<file path="config.mk">
export PLATFORM = sky130hd
export DESIGN_NAME = sar_conv_seq
export DESIGN_NICKNAME = d
export VERILOG_FILES = /design/src/rtl/sar_seq_pkg.sv /design/src/rtl/sar_sync2.sv /design/src/rtl/sar_start_det.sv /design/src/rtl/sar_seq_fsm.sv /design/src/rtl/sar_hold_reg.sv /design/src/rtl/sar_conv_seq.sv
export SDC_FILE = /design/constraint.sdc
export NUM_CORES = 1
export LEC_CHECK = 0
export BUFFER_PORTS_ARGS = -buffer_cell sky130_fd_sc_hd__buf_4
export CORE_MARGIN = 2
export CORE_UTILIZATION = 48
export CTS_BUF_LIST = sky130_fd_sc_hd__clkbuf_16
export CTS_CLUSTER_SIZE = 30
export DETAILED_ROUTE_END_ITERATION = 8
export PLACE_DENSITY = 0.75
export SLEW_MARGIN = 10
export SYNTH_ARGS = -nofsm -noshare
export SYNTH_HDL_FRONTEND = slang
export SYNTH_SLANG_ARGS = --single-unit
</file>
<file path="constraint.sdc">
create_clock -name clk -period 2.3 [get_ports clk]
set_clock_uncertainty 0.2 [all_clocks]
set_input_delay 0.23 -clock clk [delete_from_list [all_inputs] [get_ports clk]]
set_output_delay 0.23 -clock clk [all_outputs]
set_load 0.02 [all_outputs]
</file>
<file path="src/rtl/sar_seq_pkg.sv">
package sar_seq_pkg;

  typedef enum logic [1:0] {
    ST_IDLE = 2'd0,
    ST_CONV = 2'd1,
    ST_ACQ  = 2'd2
  } seq_state_e;

  // Both active-low controls asserted: the converter is selected and asked to convert.
  function automatic logic ctl_engaged(input logic cs_low_n, input logic rc_low_n);
    return ~(cs_low_n | rc_low_n);
  endfunction

  // True on the final cycle of a window of len cycles counted from zero.
  function automatic logic last_tick(input int unsigned cnt, input int unsigned len);
    return cnt == (len - 1);
  endfunction

  function automatic int unsigned max_u(input int unsigned a, input int unsigned b);
    return (a > b) ? a : b;
  endfunction

endpackage

</file>
<file path="src/rtl/sar_sync2.sv">
module sar_sync2 #(
  parameter int          W       = 4,
  parameter logic [W-1:0] RST_VAL = '0
) (
  input  logic         clk,
  input  logic         rst_n,
  input  logic [W-1:0] async_in,
  output logic [W-1:0] sync_out
);

  for (genvar i = 0; i < W; i++) begin : g_bit
    logic meta_q;
    logic stable_q;
    always_ff @(posedge clk or negedge rst_n) begin
      if (!rst_n) begin
        meta_q   <= RST_VAL[i];
        stable_q <= RST_VAL[i];
      end else begin
        meta_q   <= async_in[i];
        stable_q <= meta_q;
      end
    end
    assign sync_out[i] = stable_q;
  end

endmodule

</file>
<file path="src/rtl/sar_start_det.sv">
module sar_start_det
  import sar_seq_pkg::*;
(
  input  logic clk,
  input  logic rst_n,
  input  logic cs_s,
  input  logic rc_s,
  output logic start_req
);

  logic engaged;
  logic engaged_q;

  assign engaged = ctl_engaged(cs_s, rc_s);

  always_ff @(posedge clk or negedge rst_n) begin
    if (!rst_n) engaged_q <= 1'b0;
    else        engaged_q <= engaged;
  end

  // The ORed active-low control falling is the combined engagement rising.
  assign start_req = engaged & ~engaged_q;

endmodule

</file>
<file path="src/rtl/sar_seq_fsm.sv">
module sar_seq_fsm
  import sar_seq_pkg::*;
#(
  parameter int unsigned CONV_CYCLES = 550,
  parameter int unsigned ACQ_CYCLES  = 450,
  localparam int unsigned CW = $clog2(max_u(CONV_CYCLES, ACQ_CYCLES) + 1)
) (
  input  logic clk,
  input  logic rst_n,
  input  logic start_req,
  input  logic pwrdn_s,
  input  logic int_mode_s,
  output logic start_ok,
  output logic latch_evt,
  output logic abort_evt,
  output logic busy_n,
  output logic result_latched,
  output logic start_tx
);

  seq_state_e    state_q;
  logic [CW-1:0] cnt_q;
  logic          conv_last;
  logic          acq_last;

  assign conv_last = last_tick(32'(cnt_q), CONV_CYCLES);
  assign acq_last  = last_tick(32'(cnt_q), ACQ_CYCLES);

  assign start_ok  = (state_q == ST_IDLE) & start_req & ~pwrdn_s;
  assign abort_evt = (state_q == ST_CONV) & pwrdn_s;
  assign latch_evt = (state_q == ST_CONV) & ~pwrdn_s & conv_last;

  always_ff @(posedge clk or negedge rst_n) begin
    if (!rst_n) begin
      state_q <= ST_IDLE;
      cnt_q   <= '0;
    end else begin
      unique case (state_q)
        ST_IDLE: begin
          if (start_ok) begin
            state_q <= ST_CONV;
            cnt_q   <= '0;
          end
        end
        ST_CONV: begin
          if (abort_evt) begin
            state_q <= ST_IDLE;
            cnt_q   <= '0;
          end else if (latch_evt) begin
            state_q <= ST_ACQ;
            cnt_q   <= '0;
          end else begin
            cnt_q   <= cnt_q + 1'b1;
          end
        end
        ST_ACQ: begin
          if (acq_last) begin
            state_q <= ST_IDLE;
            cnt_q   <= '0;
          end else begin
            cnt_q   <= cnt_q + 1'b1;
          end
        end
        default: begin
          state_q <= ST_IDLE;
          cnt_q   <= '0;
        end
      endcase
    end
  end

  always_ff @(posedge clk or negedge rst_n) begin
    if (!rst_n) begin
      result_latched <= 1'b0;
      start_tx       <= 1'b0;
    end else begin
      result_latched <= latch_evt;
      start_tx       <= start_ok & int_mode_s;
    end
  end

  assign busy_n = (state_q != ST_CONV);

endmodule

</file>
<file path="src/rtl/sar_hold_reg.sv">
module sar_hold_reg #(
  parameter int DW = 16
) (
  input  logic          clk,
  input  logic          rst_n,
  input  logic          load,
  input  logic [DW-1:0] din,
  output logic [DW-1:0] held,
  output logic          valid
);

  logic seen_q;

  always_ff @(posedge clk or negedge rst_n) begin
    if (!rst_n) begin
      held   <= '0;
      valid  <= 1'b0;
      seen_q <= 1'b0;
    end else if (load) begin
      held   <= din;
      valid  <= seen_q;
      seen_q <= 1'b1;
    end
  end

endmodule

</file>
<file path="src/rtl/sar_conv_seq.sv">
module sar_conv_seq
  import sar_seq_pkg::*;
#(
  parameter int unsigned DW           = 16,
  parameter int unsigned CONV_CYCLES  = 550,
  parameter int unsigned CYCLE_CYCLES = 1000,
  localparam int unsigned ACQ_CYCLES  = CYCLE_CYCLES - CONV_CYCLES
) (
  input  logic          clk,
  input  logic          rst_n,
  input  logic          cs_n,
  input  logic          rc_n,
  input  logic          pwrdn,
  input  logic          int_clk_sel,
  input  logic [DW-1:0] conv_result,
  output logic          busy_n,
  output logic [DW-1:0] held_result,
  output logic          result_valid,
  output logic          result_latched,
  output logic          start_tx
);

  // Synchroniser bit order: {mode, power-down, read/convert, chip select}.
  localparam logic [3:0] SYNC_RST = 4'b0011;

  logic [3:0] ctl_s;
  logic       cs_s;
  logic       rc_s;
  logic       pwrdn_s;
  logic       int_mode_s;
  logic       start_req;
  logic       start_ok;
  logic       latch_evt;
  logic       abort_evt;

  sar_sync2 #(.W(4), .RST_VAL(SYNC_RST)) u_sync (
    .clk      (clk),
    .rst_n    (rst_n),
    .async_in ({int_clk_sel, pwrdn, rc_n, cs_n}),
    .sync_out (ctl_s)
  );

  assign cs_s       = ctl_s[0];
  assign rc_s       = ctl_s[1];
  assign pwrdn_s    = ctl_s[2];
  assign int_mode_s = ctl_s[3];

  sar_start_det u_det (
    .clk       (clk),
    .rst_n     (rst_n),
    .cs_s      (cs_s),
    .rc_s      (rc_s),
    .start_req (start_req)
  );

  sar_seq_fsm #(.CONV_CYCLES(CONV_CYCLES), .ACQ_CYCLES(ACQ_CYCLES)) u_fsm (
    .clk            (clk),
    .rst_n          (rst_n),
    .start_req      (start_req),
    .pwrdn_s        (pwrdn_s),
    .int_mode_s     (int_mode_s),
    .start_ok       (start_ok),
    .latch_evt      (latch_evt),
    .abort_evt      (abort_evt),
    .busy_n         (busy_n),
    .result_latched (result_latched),
    .start_tx       (start_tx)
  );

  sar_hold_reg #(.DW(DW)) u_hold (
    .clk   (clk),
    .rst_n (rst_n),
    .load  (latch_evt),
    .din   (conv_result),
    .held  (held_result),
    .valid (result_valid)
  );

endmodule

</file>
==> Flow_metrics.wiki, run 1 <==
{| class="wikitable"
! Metric !! Value
|-
| Status || complete, no violations
|-
| Number of antenna violations at the first check in global routing || 0
|-
| Syn Nets || 179
|-
| Post-route DRC || 0
|-
| DRT Wirelength || 5060 microns
|-
| Leftover overflow at the end of global routing || 0
|-
| Kind of cell with the highest combined delay on the critical path || flip-flops
|-
| Share of flip-flops with an asynchronous set or reset after synthesis || 100%
|-
| Highest clock frequency the design can meet || 0.442 GHz
|-
| Routability cong. || 0.865
|-
| Cells along the critical path || inv_1, ha_1, nor3b_4, buf_4, nand4_1, a221oi_2, mux2_2
|-
| Fraction of synthesized cell area taken by the top area cell type || 48.8%
|-
| Area of combinational cells with multiple inputs || 822 sq um
|-
| Site Rows || 22
|-
| Number of hold-slack violations in the final timing report || 0
|-
| Number of warnings issued by yosys || 0
|-
| Commonest cells in the netlist || 37 x dfrtp_1, 18 x nand2_1, 10 x mux2_2
|-
| Worst Path Buf+Inv || 2
|-
| Max H-tree Level || 2
|-
| Max IR drop VDD || 554 uV
|-
| Detail Route Antenna Nets || 0
|-
| Slew Limit Headroom || 65.4%
|-
| Diode count || 0
|-
| Final setup violation count || 0
|-
| Number of unique standard cell types used by synthesis || 38
|-
| Maximum clock insertion buffer count || 2
|-
| Count of mapped cells out of synthesis || 152
|-
| Area of the core || 0.00374 sq mm
|-
| Power density relative to cell area || 810 mW/mm^2
|-
| Clock root cell || clkbuf_16
|-
| Via density per instance || 5.54
|-
| Sequential-to-total area share from yosys stat || 54.3%
|-
| Leakage power summed over all cells || 1.26 nW
|-
| Data arrival at the endpoint of the critical path || 2.24 ns
|-
| Num Clock Sinks || 41
|-
| Type of origin of the critical path || register
|-
| Yosys top cell by area || dfrtp_1
|-
| Most common cell in the netlist || dfrtp_1
|-
| Drt initial violations || 107
|-
| Cell with the largest stage delay on the worst path || dfrtp_1
|-
| Register bit total from synthesis || 41
|-
| Synthesis-to-finish area growth || 45.7%
|-
| RSZ-0062 raised after global routing || yes
|-
| Number of clock buffers inserted by TritonCTS || 5
|-
| Number of max-slew violations in the final report || 0
|-
| Largest stage delay, worst path || 0.43 ns
|-
| Effective utilization at floorplan || 50.7%
|-
| Final critical-path required period || 2.26 ns
|-
| Reg clk slew, reported paths || 0.06 ns
|-
| Filler cell count || 239
|-
| DR vias || 1,529
|-
| TritonCTS clock tree || yes
|-
| Cell count after placement || 247
|-
| Leading post-synthesis cells by cell area || dfrtp_1 49%, mux2_4 6.3%, mux2_2 5.9%
|-
| Largest driver fanout on the critical path || 5
|-
| Net total in the final layout || 254
|-
| First-pass GRT wire length || 8200 microns
|-
| Vias in the first global route || 1,655
|-
| Ratio of cells with drive above 1 in the final layout || 40.8%
|-
| Crit end category || register
|-
| Hold Path Class || register to register
|-
| Count of maximum capacitance violations || 0
|-
| Avg WL per Cell || 18.3 microns
|-
| Fin Hold WS || 0.159 ns
|-
| Port bufs || 41
|-
| Largest net degree at the start of global routing || 42
|-
| Combined global-route utilization of all metal layers || 25.6%
|-
| Transition time of the tightest slew-check pin || 0.519 ns
|-
| Number of iterations in the first detailed-routing pass || 5
|-
| Post-Syn Area || 0.00190 sq mm
|-
| Worst Path Required || 2.27 ns
|-
| Num ports || 42
|-
| Synthesized area divided by synthesized cell count || 12.5 sq um
|-
| Die X || 66.9 microns
|-
| Non-filler instance count after layout || 276
|-
| Storage cell area || 0.00103 sq mm
|-
| Source-to-sink clock delay at the later pin of the worst-skew pair || 0.29 ns
|-
| Leading register cell type out of synthesis || dfrtp_1
|-
| Post-CTS setup buffers || 0
|-
| Count of flip-flops with a built-in enable after synthesis || 0
|-
| Category of the most critical setup path || register to register
|-
| Detailed placer's ending HPWL || 2960 microns
|-
| Period utilisation layout || 98.5%
|-
| Die Y-Extent || 66.9 microns
|-
| Die ar. || 0.00447 sq mm
|}
-- worst paths after layout --
path,endpoint,slack [ns],start,cells past startpoint
max,u_fsm.state_q[1],0.04,u_fsm.cnt_q[1],7
min,u_sync.g_bit[3].stable_q,0.16,u_sync.g_bit[3].meta_q,0
max reg2reg,u_fsm.state_q[1],0.04,u_fsm.cnt_q[1],7
min reg2reg,u_sync.g_bit[3].stable_q,0.16,u_sync.g_bit[3].meta_q,0
max in group asynchronous,u_sync.g_bit[0].stable_q,1.27,rst_n,2
min in group asynchronous,u_fsm.cnt_q[5],0.26,rst_n,2
-- per-stage QoR --
stage | area [sq um] | TNS [ns] | total power (W) | util (%) | setup slack (ns)
2_1_floorplan | 1900 | 0 | 0.00106 | - | 0.0931
5_1_grt | 2770 | -0.0582 | 0.00232 | 73.9 | -0.0355
3_3_place_gp | 2310 | 0 | 0.00125 | 61.8 | 0.0207
6_report | 2770 | 0 | 0.00224 | 73.9 | 0.0351
3_5_place_dp | 2310 | -0.0795 | 0.00127 | 61.8 | -0.0795
4_1_cts | 2730 | 0 | 0.00222 | 72.8 | 0.0657
-- sequential cells by signal, summed over array words and instances, names as in the netlist --
name	count
u_fsm.start_tx	1
u_det.engaged_q	1
u_sync.g_bit.meta_q	4
u_hold.seen_q	1
u_sync.g_bit.stable_q	4
u_fsm.cnt_q	10
u_fsm.state_q	2
u_fsm.result_latched	1
u_hold.held	16
u_hold.valid	1
-- cell type report --
type,count,area share (%)
Clock inverter,3,2.49
Tap cell,48,2.17
Sequential cell,41,37.3
Clock buffer,5,4.52
Multi-Input combinational cell,96,29.7
Timing Repair Buffer,75,22.7
Inverter,8,1.09
-- where the power goes --
| group | switching [W] | internal (W) |
|---|---|---|
| Clock | 0.000295 | 0.000626 |
| Sequential | 0.0000320 | 0.000769 |
| Combinational | 0.000290 | 0.000229 |
-- cells in the final DEF (no fill, tap or decap), drive strengths merged, types with 2 or more instances in the layout --
| cell | netlist | layout |
|---|---|---|
| o211ai | 5 | 5 |
| inv | 8 | 9 |
| a41oi | 2 | 2 |
| dlygate4sd3 | 0 | 21 |
| clkbuf | 2 | 5 |
| dfrtp | 37 | 37 |
| o221ai | 3 | 3 |
| nand2 | 18 | 18 |
| dfstp | 4 | 4 |
| nor4b | 2 | 2 |
| ha | 5 | 5 |
| nand4 | 3 | 3 |
| mux2 | 18 | 18 |
| nor3b | 2 | 2 |
| or3 | 2 | 2 |
| nor2 | 5 | 5 |
| nor3 | 4 | 4 |
| bufinv | 0 | 2 |
| nand3 | 3 | 3 |
| nor4 | 3 | 3 |
| o21ai | 9 | 9 |
| buf | 5 | 54 |
| a221oi | 2 | 2 |
-- timing repair --
| action | 4_1_cts | 5_1_grt |
|---|---|---|
| hold buffers | 21 | 0 |
| pin swaps | 0 | 0 |
| setup endpoints to repair | 1 | 13 |
| resized for setup | 1 | 6 |
| endpoints found under the hold margin | 57 | 0 |
-- per-layer routing --
metal / global-route usage (%) / vias up / routed length [microns]
met5: 0 / - / 0
met4: 10.5 / 0 / 110
li1: - / 704 / -
met1: 27.9 / 760 / 1970
met2: 46.0 / 54 / 2660
met3: 7.77 / 11 / 314
-- kinds of logic (layout without fill, tap and decap cells) --
| group | Yosys count | count (layout) | share of synthesized area (%) |
|---|---|---|---|
| and+or+nand+nor | 45 | 45 | 13.6 |
| DFF | 41 | 41 | 54.3 |
| AOI/OAI and AO/OA | 27 | 27 | 11.1 |
| muxes | 19 | 19 | 12.8 |
| buffers and inverters | 15 | 91 | 4.81 |
| adders and majority gates | 5 | 5 | 3.30 |
(Power assumes the default switching activity.)
==> run 2, diff against run 1 <==
--- a/config.mk
+++ b/config.mk
@@ -6,7 +6,6 @@
 export NUM_CORES = 1
 export LEC_CHECK = 0
 export BUFFER_PORTS_ARGS = -buffer_cell sky130_fd_sc_hd__buf_4
-export CORE_MARGIN = 2
 export CORE_UTILIZATION = 48
 export CTS_BUF_LIST = sky130_fd_sc_hd__clkbuf_16
 export CTS_CLUSTER_SIZE = 30
==> run 2 against run 1 <==
Against the previous run:
- via count fell by 0.98%
- routed wire length fell by 14%
- count of clock-buffer cells in the layout did not move
- sequential power rose by 0.5%
- flip-flop and latch count did not move
- highest routed layer unchanged
- final cell count rose by 1.1%
- fmax rose by 3.1%
- global-route usage fell by 2.9 points
- sequential share of layout area rose by 1.1 points
- worst setup slack improved by 0.069 ns
- critical path depth did not move
- critical path type unchanged
- largest cell class unchanged
- non-clock buffer count rose by 3
==> Flow_metrics.wiki, run 2 (synthesis results as in run 1) <==
{| class="wikitable"
! Metric !! Value
|-
| Summed area of non-filler cells in the final layout || 0.00269 sq mm (-2.8%)
|-
| Avg WL per Cell || 15.6 microns (-15%)
|-
| Worst Path Required || 2.26 ns (about the same)
|-
| Core occupancy in the finished layout || 72.4% (-1.5 points)
|-
| Type of origin of the critical path || register
|-
| Net total in the final layout || 257 (+1.2%)
|-
| Detailed placer's ending HPWL || 2820 microns (-4.6%)
|-
| Largest stage delay, worst path || 0.42 ns (about the same)
|-
| Most common cell after layout, fill and taps aside || buf_4
|-
| Internal Power || 0.00139 W (-15%)
|-
| Routability cong. || 0.920 (+6.3%)
|-
| Flip-flop count of the largest register, all copies and words added || 16 (unchanged)
|-
| Port bufs || 41 (unchanged)
|-
| Proportion of power drawn by combinational gates || 25.1% (+1.9 points)
|-
| Register bank with the most flops || u_hold.held
|-
| Maximum clock insertion buffer count || 2 (unchanged)
|-
| DRT Wirelength || 4340 microns (-14%)
|-
| Sequential fraction of design power || 40.8% (+5.0 points)
|-
| Cells along the critical path || inv_1, ha_1, nor3b_4, nand4_2, or3_1, buf_4, mux2_4
|-
| Commonest cells after routing, fill and taps aside || 57 x buf_4, 37 x dfrtp_1, 21 x dlygate4sd3_1, 18 x nand2_1, 10 x mux2_2
|-
| Status || complete, no violations
|-
| Die X || 64.9 microns (-3.0%)
|-
| Number of antenna violations at the first check in global routing || 0 (unchanged)
|-
| Hold Path Class || register to register
|-
| Source-to-sink clock delay at the later pin of the worst-skew pair || 0.28 ns (about the same)
|-
| Number of iterations in the first detailed-routing pass || 4 (-1)
|-
| Max H-tree Level || 2 (unchanged)
|-
| Combined global-route utilization of all metal layers || 22.7% (-2.9 points)
|-
| Slew Limit Headroom || 67.2% (+1.8 points)
|-
| Setup tns final || 0 ns (unchanged)
|-
| Num Clock Sinks || 41 (unchanged)
|-
| Synthesis-to-finish area growth || 41.7%
|-
| First-pass GRT wire length || 7010 microns (-14%)
|-
| Clk network pwr share || 34.1% (-7.0 points)
|-
| Final setup violation count || 0 (unchanged)
|-
| Transition time of the tightest slew-check pin || 0.492 ns (-0.0271 ns)
|-
| Count of maximum capacitance violations || 0 (unchanged)
|-
| Post-route DRC || 0 (unchanged)
|-
| Drt initial violations || 134 (+25%)
|-
| Data arrival at the endpoint of the critical path || 2.16 ns (-0.08 ns)
|-
| Area of the core || 0.00372 sq mm (-0.74%)
|-
| Number of max-slew violations in the final report || 0 (unchanged)
|-
| Largest net degree at the start of global routing || 42 (unchanged)
|-
| Final critical-path required period || 2.20 ns (-0.0689 ns)
|-
| Via density per instance || 5.43 (-2.0%)
|-
| Diode count || 0 (unchanged)
|-
| Number of hold-slack violations in the final timing report || 0 (unchanged)
|-
| Effective utilization at floorplan || 51.1% (+0.38 points)
|-
| Vias in the first global route || 1,514 (-8.5%)
|-
| Period utilisation layout || 95.5% (-3.0 points)
|-
| Switching fraction of total power || 29.6% (+2.1 points)
|-
| Net switching power || 0.000584 W (-5.4%)
|-
| Cell with the largest stage delay on the worst path || dfrtp_1
|-
| Leakage power summed over all cells || 1.23 nW (-2.3%)
|-
| Cell count after placement || 247 (unchanged)
|-
| Detail Route Antenna Nets || 0 (unchanged)
|-
| Num ports || 42 (unchanged)
|-
| Largest driver fanout on the critical path || 9 (+4)
|-
| Max IR drop VDD || 484 uV (-13%)
|-
| Reg clk slew, reported paths || 0.06 ns (about the same)
|-
| Die ar. || 0.00421 sq mm (-5.9%)
|-
| Site Rows || 22 (unchanged)
|-
| Highest clock frequency the design can meet || 0.455 GHz (+3.1%)
|-
| Category of the most critical setup path || register to register
|-
| Instance area after placement || 0.00230 sq mm (-0.54%)
|-
| Die Y-Extent || 64.9 microns (-3.0%)
|-
| Number of clock buffers inserted by TritonCTS || 5 (unchanged)
|-
| TritonCTS clock tree || yes
|-
| Clock root cell || clkbuf_16
|-
| Non-filler instance count after layout || 279 (+1.1%)
|-
| Ratio of cells with drive above 1 in the final layout || 40.3% (-0.53 points)
|-
| Leftover overflow at the end of global routing || 0 (unchanged)
|-
| Largest registers || u_hold.held: 16 flops, u_fsm.cnt_q: 10 flops
|-
| Power density relative to cell area || 733 mW/mm^2 (-9.5%)
|-
| Crit end category || register
|-
| DR vias || 1,514 (-0.98%)
|}
==> run 2: routing by layer <==
layer / vias to the layer above / global-route usage [%] / share of wire, %
met3: 5 / 6.87 / 6.4
met1: 723 / 26.8 / 39
met4: 0 / 8.33 / 1.1
met5: - / 0 / 0
met2: 76 / 38.7 / 54
li1: 710 / - / -
==> run 2: metrics by stage <==
stage          power [W]  setup slack [ns]  hold slack (ns)
2_1_floorplan    0.00106            0.0931           -0.266
3_3_place_gp     0.00123            0.0888           0.0225
3_5_place_dp     0.00126            0.0490           0.0386
4_1_cts          0.00196            0.0338            0.154
5_1_grt          0.00206           -0.0206            0.158
6_report         0.00197             0.104            0.153
==> run 2: path summary, 6_finish.rpt <==
path,startpoint,endpoint,slack [ns],cells after the start
setup / recovery,u_fsm.cnt_q[1],u_hold.held[9],0.10,7
hold / removal,u_sync.g_bit[3].meta_q,u_sync.g_bit[3].stable_q,0.15,0
setup reg to reg,u_fsm.cnt_q[1],u_hold.held[9],0.10,7
hold reg to reg,u_sync.g_bit[3].meta_q,u_sync.g_bit[3].stable_q,0.15,0
max in group asynchronous,rst_n,u_sync.g_bit[0].stable_q,1.27,2
min in group asynchronous,rst_n,u_hold.held[5],0.27,2
==> run 2: what timing repair did <==
action                                  CTS  global route
hold endpoints to repair                 57             0
endpoints found under the setup margin    0            18
setup buffers                             0             3
hold buffers                             21             0
resized for setup                         0             2
==> run 2: cell type report <==
type	instances	area [sq um]
clock inverters	3	16.3
flip-flops and latches	41	1030
fillers	263	1030
well taps	48	60.1
clock buffers	5	125
inverters	8	30.0
repair buffers	78	638
multi-input cells	96	788
==> run 2: power by group through the flow <==
stage | logic, W | registers, W | clock network [W]
floorplan | 0.000238 | 0.000826 | 0
detailed placement | 0.000446 | 0.000816 | 0
global placement | 0.000423 | 0.000811 | 0
CTS | 0.000477 | 0.000804 | 0.000682
global route | 0.000532 | 0.000810 | 0.000717
finish | 0.000495 | 0.000805 | 0.000671
==> run 2: critical path, delay by kind of cell, from the launching register on <==
| kind | cells | cell delay [ns] |
|---|---|---|
| and+or+nand+nor | 3 | 0.73 |
| DFF | 1 | 0.42 |
| muxes | 1 | 0.31 |
| buffers and inverters | 2 | 0.28 |
| adders and majority gates | 1 | 0.13 |
